`config.mk`:
```
export PLATFORM = sky130hd
export DESIGN_NAME = bridge_link_xfer
export DESIGN_NICKNAME = d
export VERILOG_FILES = /design/src/rtl/blx_pkg.sv /design/src/rtl/blx_framer.sv /design/src/rtl/blx_sched.sv /design/src/rtl/blx_guard.sv /design/src/rtl/bridge_link_xfer.sv
export SDC_FILE = /design/constraint.sdc
export NUM_CORES = 1
export LEC_CHECK = 0
export BUFFER_PORTS_ARGS = -buffer_cell sky130_fd_sc_hd__buf_4
export CORE_MARGIN = 2
export CORE_UTILIZATION = 50
export CTS_CLUSTER_DIAMETER = 150
export DETAILED_ROUTE_END_ITERATION = 12
export GPL_TIMING_DRIVEN = 0
export MAX_ROUTING_LAYER = met4
export PLACE_DENSITY_LB_ADDON = 0.2
export SKIP_LAST_GASP = 1
export SYNTH_ARGS = -nofsm -noshare
export SYNTH_HDL_FRONTEND = slang
export SYNTH_SLANG_ARGS = --single-unit
```
`constraint.sdc`:
```
create_clock -name clk -period 4 [get_ports clk]
set_input_delay 0.8 -clock clk [delete_from_list [all_inputs] [get_ports clk]]
set_output_delay 0.8 -clock clk [all_outputs]
set_load 0.03 [all_outputs]
```
`src/rtl/blx_pkg.sv`:
```
package blx_pkg;
    typedef enum logic [1:0] {
        MSG_STATE = 2'b00,
        MSG_STUCK = 2'b01,
        MSG_TMO   = 2'b10
    } msg_code_e;
endpackage

```
`src/rtl/blx_framer.sv`:
```
module blx_framer
    import blx_pkg::*;
#(
    parameter int PULSE_W = 4
) (
    input  logic      clk,
    input  logic      rst_n,
    input  logic      en,
    input  logic      start,
    input  msg_code_e code,
    input  logic      pay_scl,
    input  logic      pay_sda,
    output logic      busy,
    output logic      txp,
    output logic      txn
);
    localparam int TW = $clog2(PULSE_W + 1);
    localparam logic [TW-1:0] T_LAST = TW'(PULSE_W - 1);

    typedef enum logic [1:0] {F_IDLE, F_MARK, F_SPACE} fstate_e;

    fstate_e        st_q;
    logic [TW-1:0]  tcnt_q;
    logic [3:0]     pidx_q;
    logic [3:0]     last_q;
    logic [3:0]     bits_q;
    logic           cur_p;

    // state register
    always_ff @(posedge clk or negedge rst_n) begin
        if (!rst_n) begin
            st_q   <= F_IDLE;
            tcnt_q <= '0;
            pidx_q <= '0;
            last_q <= '0;
            bits_q <= '0;
        end else if (!en) begin
            st_q   <= F_IDLE;
            tcnt_q <= '0;
            pidx_q <= '0;
        end else begin
            unique case (st_q)
                F_IDLE: begin
                    if (start) begin
                        st_q   <= F_MARK;
                        tcnt_q <= '0;
                        pidx_q <= '0;
                        bits_q <= {code, pay_scl, pay_sda};
                        last_q <= (code == MSG_STATE) ? 4'd8 : 4'd4;
                    end
                end
                F_MARK: begin
                    if (tcnt_q == T_LAST) begin
                        st_q   <= F_SPACE;
                        tcnt_q <= '0;
                    end else begin
                        tcnt_q <= tcnt_q + 1'b1;
                    end
                end
                F_SPACE: begin
                    if (tcnt_q == T_LAST) begin
                        tcnt_q <= '0;
                        if (pidx_q == last_q) begin
                            st_q <= F_IDLE;
                        end else begin
                            st_q   <= F_MARK;
                            pidx_q <= pidx_q + 4'd1;
                            if (pidx_q != 4'd0 && !pidx_q[0])
                                bits_q <= {bits_q[2:0], 1'b0};
                        end
                    end else begin
                        tcnt_q <= tcnt_q + 1'b1;
                    end
                end
                default: st_q <= F_IDLE;
            endcase
        end
    end

    // outputs
    always_comb begin
        if (pidx_q == 4'd0) cur_p = 1'b1;
        else if (pidx_q[0]) cur_p = bits_q[3];
        else                cur_p = ~bits_q[3];
        busy = (st_q != F_IDLE);
        txp  = (st_q == F_MARK) && cur_p;
        txn  = (st_q == F_MARK) && !cur_p;
    end

    a_r2_not_both: assert property (@(posedge clk) disable iff (!rst_n)
        !(txp && txn));
    a_r2_space_after: assert property (@(posedge clk) disable iff (!rst_n)
        $fell(txp) |-> !txn);
    a_r7_en_quiet: assert property (@(posedge clk) disable iff (!rst_n)
        !en |=> (!busy && !txp && !txn));
endmodule

```
`src/rtl/blx_sched.sv`:
```
module blx_sched
    import blx_pkg::*;
#(
    parameter int KEEPALIVE_CYC = 115000
) (
    input  logic      clk,
    input  logic      rst_n,
    input  logic      tx_en,
    input  logic      loc_scl,
    input  logic      loc_sda,
    input  logic      stuck_evt,
    input  logic      tmo_evt,
    input  logic      busy,
    output logic      start,
    output msg_code_e code,
    output logic      pay_scl,
    output logic      pay_sda
);
    localparam int KW = $clog2(KEEPALIVE_CYC + 1);
    localparam logic [KW-1:0] KA_LAST = KW'(KEEPALIVE_CYC - 1);

    typedef enum logic [1:0] {S_OFF, S_IDLE, S_SEND} sstate_e;

    sstate_e       st_q;
    logic          prev_scl_q, prev_sda_q;
    logic          pend_state_q, pend_stk_q, pend_tmo_q;
    logic [KW-1:0] ka_q;
    logic          chg, ka_hit, iss_state, iss_stk, iss_tmo;

    assign chg       = (loc_scl != prev_scl_q) || (loc_sda != prev_sda_q);
    assign ka_hit    = (ka_q == KA_LAST);
    assign iss_state = start && (code == MSG_STATE);
    assign iss_stk   = start && (code == MSG_STUCK);
    assign iss_tmo   = start && (code == MSG_TMO);

    // state register
    always_ff @(posedge clk or negedge rst_n) begin
        if (!rst_n) begin
            st_q         <= S_OFF;
            prev_scl_q   <= 1'b1;
            prev_sda_q   <= 1'b1;
            pend_state_q <= 1'b0;
            pend_stk_q   <= 1'b0;
            pend_tmo_q   <= 1'b0;
            ka_q         <= '0;
        end else if (!tx_en) begin
            st_q         <= S_OFF;
            prev_scl_q   <= loc_scl;
            prev_sda_q   <= loc_sda;
            pend_state_q <= 1'b0;
            pend_stk_q   <= 1'b0;
            pend_tmo_q   <= 1'b0;
            ka_q         <= '0;
        end else begin
            prev_scl_q   <= loc_scl;
            prev_sda_q   <= loc_sda;
            pend_state_q <= (pend_state_q | chg | ka_hit) & ~iss_state;
            pend_stk_q   <= stuck_evt | (pend_stk_q & ~iss_stk);
            pend_tmo_q   <= tmo_evt | (pend_tmo_q & ~iss_tmo);
            if (iss_state)   ka_q <= '0;
            else if (!ka_hit) ka_q <= ka_q + 1'b1;
            unique case (st_q)
                S_OFF: begin
                    st_q         <= S_IDLE;
                    pend_state_q <= 1'b1;
                end
                S_IDLE: if (start) st_q <= S_SEND;
                S_SEND: if (!busy) st_q <= S_IDLE;
                default: st_q <= S_OFF;
            endcase
        end
    end

    // outputs
    always_comb begin
        start   = (st_q == S_IDLE) && !busy
                  && (pend_stk_q || pend_tmo_q || pend_state_q);
        if (pend_stk_q)      code = MSG_STUCK;
        else if (pend_tmo_q) code = MSG_TMO;
        else                 code = MSG_STATE;
        pay_scl = loc_scl;
        pay_sda = loc_sda;
    end

    a_r5_start_framer_free: assert property (@(posedge clk) disable iff (!rst_n)
        (st_q == S_SEND) |-> !start);
endmodule

```
`src/rtl/blx_guard.sv`:
```
module blx_guard
    import blx_pkg::*;
#(
    parameter int RX_TIMEOUT_CYC = 460000
) (
    input  logic       clk,
    input  logic       rst_n,
    input  logic       rx_en,
    input  logic       rx_valid,
    input  logic [1:0] rx_code,
    input  logic       rx_scl,
    input  logic       rx_sda,
    input  logic       stuck_evt,
    input  logic       bus_quiet,
    output logic       rem_scl,
    output logic       rem_sda,
    output logic       drive_en,
    output logic       link_timeout,
    output logic       tmo_evt
);
    localparam int WW = $clog2(RX_TIMEOUT_CYC + 1);
    localparam logic [WW-1:0] WD_LAST = WW'(RX_TIMEOUT_CYC - 1);

    typedef enum logic [1:0] {G_OFF, G_WAIT, G_LINK, G_DISC} gstate_e;

    gstate_e       st_q;
    logic [WW-1:0] wd_q;
    logic          lt_q, evt_q, rs_q, rd_q;
    logic          fire, is_state, is_notice, drop;

    assign fire      = rx_en && !rx_valid && !lt_q && (wd_q == WD_LAST);
    assign is_state  = rx_valid && (rx_code == MSG_STATE);
    assign is_notice = rx_valid && ((rx_code == MSG_STUCK) || (rx_code == MSG_TMO));
    assign drop      = fire || stuck_evt || is_notice;

    // watchdog and remote levels
    always_ff @(posedge clk or negedge rst_n) begin
        if (!rst_n) begin
            wd_q  <= '0;
            lt_q  <= 1'b0;
            evt_q <= 1'b0;
            rs_q  <= 1'b1;
            rd_q  <= 1'b1;
        end else begin
            evt_q <= 1'b0;
            if (!rx_en) begin
                wd_q <= '0;
                lt_q <= 1'b0;
            end else if (rx_valid) begin
                wd_q <= '0;
                lt_q <= 1'b0;
                if (is_state) begin
                    rs_q <= rx_scl;
                    rd_q <= rx_sda;
                end
            end else if (fire) begin
                lt_q  <= 1'b1;
                evt_q <= 1'b1;
            end else if (!lt_q) begin
                wd_q <= wd_q + 1'b1;
            end
        end
    end

    // state register
    always_ff @(posedge clk or negedge rst_n) begin
        if (!rst_n) begin
            st_q <= G_OFF;
        end else if (!rx_en) begin
            st_q <= G_OFF;
        end else begin
            unique case (st_q)
                G_OFF:  st_q <= G_WAIT;
                G_WAIT: if (drop) st_q <= G_DISC;
                        else if (is_state) st_q <= G_LINK;
                G_LINK: if (drop) st_q <= G_DISC;
                G_DISC: if (bus_quiet && !lt_q && !drop) st_q <= G_WAIT;
                default: st_q <= G_OFF;
            endcase
        end
    end

    // outputs
    always_comb begin
        drive_en     = (st_q == G_LINK);
        link_timeout = lt_q;
        tmo_evt      = evt_q;
        rem_scl      = rs_q;
        rem_sda      = rd_q;
    end

    a_r9_timeout_no_drive: assert property (@(posedge clk) disable iff (!rst_n)
        link_timeout |-> !drive_en);
    a_r10_notice_drop: assert property (@(posedge clk) disable iff (!rst_n)
        (rx_en && is_notice) |=> !drive_en);
    a_r13_off_clear: assert property (@(posedge clk) disable iff (!rst_n)
        !rx_en |=> (!link_timeout && !drive_en));
    a_r8_rem_copy: assert property (@(posedge clk) disable iff (!rst_n)
        (rx_en && is_state) |=> (rem_scl == $past(rx_scl) && rem_sda == $past(rx_sda)));
endmodule

```
`src/rtl/bridge_link_xfer.sv`:
```
module bridge_link_xfer
    import blx_pkg::*;
#(
    parameter int PULSE_W        = 4,
    parameter int KEEPALIVE_CYC  = 115000,
    parameter int RX_TIMEOUT_CYC = 460000
) (
    input  logic       clk,
    input  logic       rst_n,
    input  logic       tx_en,
    input  logic       rx_en,
    input  logic       loc_scl,
    input  logic       loc_sda,
    input  logic       stuck_evt,
    input  logic       bus_quiet,
    input  logic       rx_valid,
    input  logic [1:0] rx_code,
    input  logic       rx_scl,
    input  logic       rx_sda,
    output logic       txp,
    output logic       txn,
    output logic       rem_scl,
    output logic       rem_sda,
    output logic       drive_en,
    output logic       link_timeout
);
    logic      busy, start, pay_scl, pay_sda, tmo_evt;
    msg_code_e code;

    blx_sched #(.KEEPALIVE_CYC(KEEPALIVE_CYC)) u_sched (
        .clk(clk), .rst_n(rst_n), .tx_en(tx_en),
        .loc_scl(loc_scl), .loc_sda(loc_sda),
        .stuck_evt(stuck_evt), .tmo_evt(tmo_evt), .busy(busy),
        .start(start), .code(code), .pay_scl(pay_scl), .pay_sda(pay_sda)
    );

    blx_framer #(.PULSE_W(PULSE_W)) u_framer (
        .clk(clk), .rst_n(rst_n), .en(tx_en), .start(start), .code(code),
        .pay_scl(pay_scl), .pay_sda(pay_sda),
        .busy(busy), .txp(txp), .txn(txn)
    );

    blx_guard #(.RX_TIMEOUT_CYC(RX_TIMEOUT_CYC)) u_guard (
        .clk(clk), .rst_n(rst_n), .rx_en(rx_en), .rx_valid(rx_valid),
        .rx_code(rx_code), .rx_scl(rx_scl), .rx_sda(rx_sda),
        .stuck_evt(stuck_evt), .bus_quiet(bus_quiet),
        .rem_scl(rem_scl), .rem_sda(rem_sda), .drive_en(drive_en),
        .link_timeout(link_timeout), .tmo_evt(tmo_evt)
    );
endmodule

```
==> results of run 1 <==
-- flip-flops by register name, indices dropped and copies added (netlist names) --
signal                cells
u_guard.tmo_evt           1
u_sched.prev_sda_q        1
u_framer.tcnt_q           3
u_framer.bits_q           4
u_framer.last_q           2
u_sched.prev_scl_q        1
u_guard.st_q              2
u_guard.rem_scl           1
u_guard.wd_q             19
u_sched.pend_stk_q        1
u_sched.st_q              2
u_framer.st_q             2
u_framer.pidx_q           4
u_sched.pend_tmo_q        1
u_guard.link_timeout      1
u_guard.rem_sda           1
u_sched.ka_q             17
u_sched.pend_state_q      1
-- worst max-delay path, cell delays in order (launching register included) --
cell	delay, ps
dfrtp_1	460
inv_1	90
ha_1	270
a21oi_1	250
and2_1	160
buf_4	150
-- per-layer routing --
| layer | wire (µm) | global-route usage, % |
|---|---|---|
| met1 | 3366 | 25.51 |
| met2 | 3323 | 30.45 |
| met3 | 281 | 3.521 |
| met4 | 130 | 9.103 |
| met5 | 0 | - |
-- through the flow --
stage,hold slack (ps),area [µm²],util [%]
6_report,498.0,4182,57.96
5_1_grt,520.9,4182,57.96
4_1_cts,512.3,4182,57.96
3_5_place_dp,499.2,3960,54.89
3_3_place_gp,467.1,3960,54.89
2_1_floorplan,457.3,3709,-
-- power by group through the flow --
stage | logic [W] | registers (W) | clock network (W)
3_5_place_dp | 0.000475 | 0.000803 | 0
4_1_cts | 0.000482 | 0.000791 | 0.000632
3_3_place_gp | 0.000463 | 0.000800 | 0
5_1_grt | 0.000550 | 0.000802 | 0.000667
6_report | 0.000480 | 0.000792 | 0.000620
2_1_floorplan | 0.000356 | 0.000797 | 0
-- placed cells by master (no fill, tap or decap), types with 14 or more instances in the layout --
| cell type | instances |
|---|---|
| nand2_1 | 28 |
| buf_4 | 17 |
| inv_1 | 18 |
| xor2_1 | 15 |
| o21ai_0 | 15 |
| a21oi_1 | 17 |
| nor2_1 | 43 |
| xnor2_1 | 19 |
| dfrtp_1 | 60 |
| ha_1 | 14 |
-- final timing paths --
| check | end | slack, ps | cells after the start |
|---|---|---|---|
| max | txn | 1470 | 5 |
| max in group asynchronous | u_framer.bits_q[3]$_DFFE_PN0P_ | 2940 | 1 |
| min in group asynchronous | u_framer.pidx_q[3]$_DFFE_PN0P_ | 530 | 1 |
| min reg2reg | u_sched.pend_tmo_q$_DFF_PN0_ | 500 | 2 |
| min | u_sched.pend_tmo_q$_DFF_PN0_ | 500 | 2 |
| max reg2reg | u_framer.pidx_q[0]$_DFFE_PN0P_ | 1800 | 8 |
-- cell type report --
class | instances | share of cell area, %
well taps | 99 | 2.962
plain buffers | 11 | 1.436
clock inverters | 5 | 1.915
clock buffers | 11 | 3.381
inverters | 18 | 1.616
flip-flops and latches | 64 | 38.42
repair buffers | 17 | 3.052
multi-input cells | 285 | 47.22
-- cell families (layout without fill, tap and decap cells) --
family | after synthesis | after routing | synth area share [%]
simple gates | 169 | 169 | 26.86
mux | 7 | 7 | 1.957
flops | 64 | 64 | 43.32
buf+inv | 29 | 62 | 3.441
fa+ha+maj | 14 | 14 | 4.723
xor+xnor | 34 | 34 | 8.030
compound gates | 61 | 61 | 11.67
==> run_results.csv, run 1 <==
group,metric,value,unit
status,status,"finished, final reports clean",
synth,syn-cell-area,3709,µm²
synth,yosysTopAreaCell,"dfrtp_1",
power,leakage,1.713,nW
die,rows,31,
placed_design,post-place-ws,1778,ps
power,power,0.001891,W
clock_tree,cts_tree,"yes",
worst_setup_path,required,3200,ps
worst_setup_path,worstSetupStartpointType,"register",
synth,synth_seq_cells,64,
timing,skew,11.26,ps
worst_hold_path,hold_path.class,"register to register",
synth,synth_most_common_cell,"dfrtp_1",
layout,instances_no_fill,510,
layout,multi_input_area,1974,µm²
worst_setup_path,end_kind,"output pin",
timing,setup_viol,0,
synth,synth_top_area_share,40.49,%
synth,syn_avg_cell_area,9.811,µm²
die,core-area,7214,µm²
timing,finalHoldViolCount,0,
global_route,grt_antenna_before_repair,0,
worst_setup_path,r2r-start,"u_framer.st_q[0]$_DFFE_PN0P_",
power,power.density,452.3,nW/µm²
layout,seq_area,1607,µm²
power,vdd_drop_max,0.3025,mV
power,p_sw,0.0006026,W
synth,synth.top_cells.by_count,"dfrtp_1, nor2_1, nand2_1, xnor2_1, inv_1",
power,comb_power_share,25.4,%
placed_design,place_congestion,0.8119,
timing,period_minus_slack,2533,ps
routing,drt_wl_total,7101,µm
global_route,grt_usage,19.74,%
synth,yosysWarnings,0,
global_route,grt_pass1_wl,12850,µm
global_route,overflow,0,
timing,tightest_slew,784.6,ps
routing,drc_errors,0,
timing,rsz0062_at_grt,"no",
routing,antenna_left,0,
synth,ys_seq_area_share,43.32,%
synth,synth_area_leaders,"dfrtp_1, ha_1, xnor2_1",
routing,via_count,2803,
timing,final-max-slew-violation-count,0,
clock_tree,root_buffer,"clkbuf_8",
power,p_sw_share,31.86,%
timing,period_share,63.31,%
placed_design,dp.cells,494,
worst_setup_path,cp.arrival,1730,ps
routing,first_pass_iters,4,
layout,layout-drive-gt1-share,16.79,%
routing,viasPerCell,5.496,
synth,syn-num-nets,405,
timing,relSlewSlack,47.70,%
clock_tree,cts_buffers,9,
clock_tree,cts_buffer_depth,2,
synth,syn-instance-count,378,
synth,async_reset_ff_share,100.0,%
routing,first_iter_violations,124,
clock_tree,cts_setup_buffers,0,
timing,fmax,0.3949,GHz
synth,synth-edff-count,0,
placed_design,post-dp-hpwl,4990,µm
clock_tree,ctsHoldBuffers,0,
global_route,grt_max_degree,65,
die,die-width,90.12,µm
power,p_int,0.001289,W
worst_hold_path,worstHoldStart,"u_guard.tmo_evt$_DFF_PN0_",
layout,n_fill_cell,646,
layout,nets,433,
clock_tree,cts.sinks,64,
power,clock_power_share,32.8,%
synth,yosys_most_used_dff,"dfrtp_1",
timing,fin_ws,1467,ps
timing,tns,0,ps
die,ios,19,
clock_tree,cts_htree_levels,3,
layout,syn_to_final_growth,12.75,%
power,seqPwrFrac,41.9,%
clock_tree,clock_latency,340,ps
placed_design,port_buffers,17,
worst_setup_path,crit_fanout,6,
die,die_height,90.12,µm
clock_tree,cts-resized-gates,0,
global_route,grt_pass1_vias,2805,
synth,synth_cell_types,60,
die,initial_core_util,51.40,%
layout,n_antenna_cell,0,
routing,wl_per_cell,13.92,µm
worst_setup_path,cp-startpoint,"u_framer.pidx_q[0]$_DFFE_PN0P_",
job,max-cap-violations,0,
die,die_area,8122,µm²
worst_setup_path,criticalPathCategory,"register to output pin",
clock_tree,clkTransAtPathRegs,80,ps
Note: power is estimated with default switching activity, not from simulation.
==> run 2, diff against run 1 <==
- ABC_AREA: not set -> 1
- clock period: 4 -> 2.1 ns (I/O delays scaled with it)
==> run_results.csv, run 2 <==
group,metric,value,unit
die,rows,32,
layout,nets,585,
worst_setup_path,crit_fanout,5,
routing,antenna_left,0,
layout,postLayoutCellArea,4383,µm²
power,p_int,0.002305,W
timing,fmax,0.5048,GHz
layout,final_util,57.31,%
power,p_sw,0.001239,W
clock_tree,clkTransAtPathRegs,80,ps
power,power.density,808.7,nW/µm²
timing,period_minus_slack,1981,ps
die,core-area,7647,µm²
routing,first_pass_iters,4,
layout,regMostFlops,"u_guard.wd_q",
die,ios,19,
worst_setup_path,required,1680,ps
die,die-width,92.62,µm
layout,layout_common_cells,"nand2_1, inv_1, nor2_1, dfrtp_1, nand3_1",
synth,syn-instance-count,531,
power,seqPwrFrac,42.6,%
worst_setup_path,end_kind,"output pin",
synth,yosysTopAreaCell,"dfrtp_1",
synth,synth_area_leaders,"dfrtp_1, nand2_1, inv_1",
clock_tree,cts_buffer_depth,2,
placed_design,place_congestion,0.8897,
placed_design,port_buffers,16,
layout,multi_input_area,2001,µm²
synth,synth_top_area_share,38.24,%
clock_tree,cts_htree_levels,3,
layout,n_fill_cell,712,
timing,relSlewSlack,46.29,%
routing,drc_errors,0,
job,max-cap-violations,0,
routing,via_count,3432,
power,vdd_drop_max,0.4849,mV
timing,tightest_slew,805.6,ps
worst_hold_path,hold_path.class,"input port to asynchronous set/reset pin",
synth,syn-cell-area,3926,µm²
timing,period_share,94.33,%
clock_tree,cts.sinks,64,
routing,wl_per_cell,12.92,µm
layout,n_antenna_cell,0,
layout,reg_top3,"u_guard.wd_q (19), u_sched.ka_q (17)",
worst_setup_path,worstSetupStartpointType,"register",
global_route,overflow,0,
clock_tree,root_buffer,"clkbuf_8",
layout,seq_area,1607,µm²
timing,skew,12.98,ps
layout,layout-drive-gt1-share,13.50,%
synth,synth_seq_cells,64,
clock_tree,cts_buffers,9,
layout,syn_to_final_growth,11.63,%
synth,synth-edff-count,0,
die,die_area,8578,µm²
global_route,grt_max_degree,65,
power,p_sw_share,34.95,%
routing,viasPerCell,5.161,
global_route,grt_pass1_vias,3311,
synth,synth.top_cells.by_count,"nand2_1, inv_1, nor2_1, dfrtp_1, nand3_1",
global_route,grt_usage,22.52,%
synth,yosys_most_used_dff,"dfrtp_1",
synth,ys_seq_area_share,40.92,%
die,initial_core_util,51.34,%
timing,setup_viol,0,
power,leakage,2.059,nW
power,clock_power_share,30.0,%
clock_tree,ctsHoldBuffers,0,
routing,first_iter_violations,148,
synth,synth_cell_types,37,
placed_design,place_area,4174,µm²
synth,async_reset_ff_share,100.0,%
layout,final_common_cell,"nand2_1",
routing,drt_wl_total,8594,µm
power,comb_power_share,27.4,%
worst_setup_path,cp.arrival,1560,ps
status,status,"finished, final reports clean",
synth,syn-num-nets,558,
die,die_height,92.62,µm
timing,rsz0062_at_grt,"yes",
synth,synth_most_common_cell,"nand2_1",
clock_tree,cts_tree,"yes",
clock_tree,clock_latency,340,ps
synth,yosysWarnings,0,
layout,largest_reg_flops,19,
timing,final-max-slew-violation-count,0,
timing,finalHoldViolCount,0,
global_route,grt_pass1_wl,14930,µm
worst_setup_path,criticalPathCategory,"register to output pin",
placed_design,post-dp-hpwl,6247,µm
synth,syn_avg_cell_area,7.394,µm²
global_route,grt_antenna_before_repair,0,
==> run 2: changes by cell type in the layout (fill, tap and decap cells not counted), moves of 7 or more <==
cell      delta
nand2_1    +111
inv_1       +44
nand3_1     +31
xnor2_1     -19
nor2_1      +18
nor2b_1      -9
o21ai_0      +9
nand2b_1     -7
o21ai_1      +7
==> run 2: final timing paths <==
| kind | endpoint | cells past startpoint | slack, ps | startpoint |
|---|---|---|---|---|
| min | u_framer.tcnt_q[2]$_DFFE_PN0P_ | 1 | 170 | rst_n |
| min in group clk | u_sched.prev_sda_q$_DFF_PN1_ | 1 | 210 | loc_sda |
| min reg2reg | u_sched.pend_state_q$_DFF_PN0_ | 1 | 470 | u_sched.st_q[1]$_DFFE_PN0P_ |
| max reg2reg | u_guard.wd_q[14]$_DFFE_PN0P_ | 9 | 200 | u_guard.wd_q[0]$_DFFE_PN0P_ |
| max | txn | 8 | 120 | u_framer.pidx_q[0]$_DFFE_PN0P_ |
| max in group asynchronous | u_sched.pend_stk_q$_DFF_PN0_ | 1 | 1400 | rst_n |
==> run 2: per-stage QoR <==
step / power, W / hold WS, ps / setup slack [ps] / setup TNS [ps] / instances
finish: 0.003544 / 167.4 / 119.0 / 0 / 665
global route: 0.003791 / 189.3 / -21.88 / -21.88 / 665
CTS: 0.003554 / 188.7 / 13.13 / 0 / 665
detailed placement: 0.002478 / 443.0 / 214.3 / 0 / 649
global placement: 0.002440 / 447.1 / 221.7 / 0 / 649
floorplan: 0.002216 / 124.4 / 331.6 / 0 / 531
==> run 2: cell families after synthesis <==
family,Yosys count,synth area share (%)
compound gates,55,7.617
mux,2,0.5736
fa+ha+maj,14,4.461
xor+xnor,14,3.123
buf+inv,77,8.349
flops,64,40.92
simple gates,305,34.96
==> run 2: layout make-up <==
cell class                      count  share of cell area, %
Buffer                              9                  1.542
Clock buffer                       10                  3.140
Clock inverter                      6                  1.342
Inverter                           67                  5.852
Multi-Input combinational cell    390                  45.65
Sequential cell                    64                  36.65
Tap cell                          102                  2.912
Timing Repair Buffer               17                  2.912
==> run 2: worst max-delay path, cell delays in order (launching register included) <==
cell and delay [ps]:
dfrtp_1 390, inv_2 70, ha_1 210, nand2_1 80, nor2_1 50, a21oi_2 120
inv_1 60, nor2_2 70, buf_4 160
==> run 2: power groups by stage <==
stage	sequential (W)	combinational (W)	clock, W
2_1_floorplan	0.00152	0.000696	0
3_3_place_gp	0.00152	0.000918	0
3_5_place_dp	0.00153	0.000947	0
4_1_cts	0.00151	0.000957	0.00109
5_1_grt	0.00153	0.00112	0.00114
6_report	0.00151	0.000972	0.00106
==> run 2: per-layer routing <==
metal  global-route usage, %  vias up  part of all wire [%]
met3                   4.394        5                   3.6
met4                   7.230        0                  0.80
met2                   36.01       44                    48
met1                   29.15     1606                    48
li1                        -     1777                     -
met5                       -        -                     0
==> run 2: timing repair <==
action                                  in CTS  in global routing
resized for setup                            0                  4
setup buffers                                0                  1
endpoints found under the setup margin       0                  6
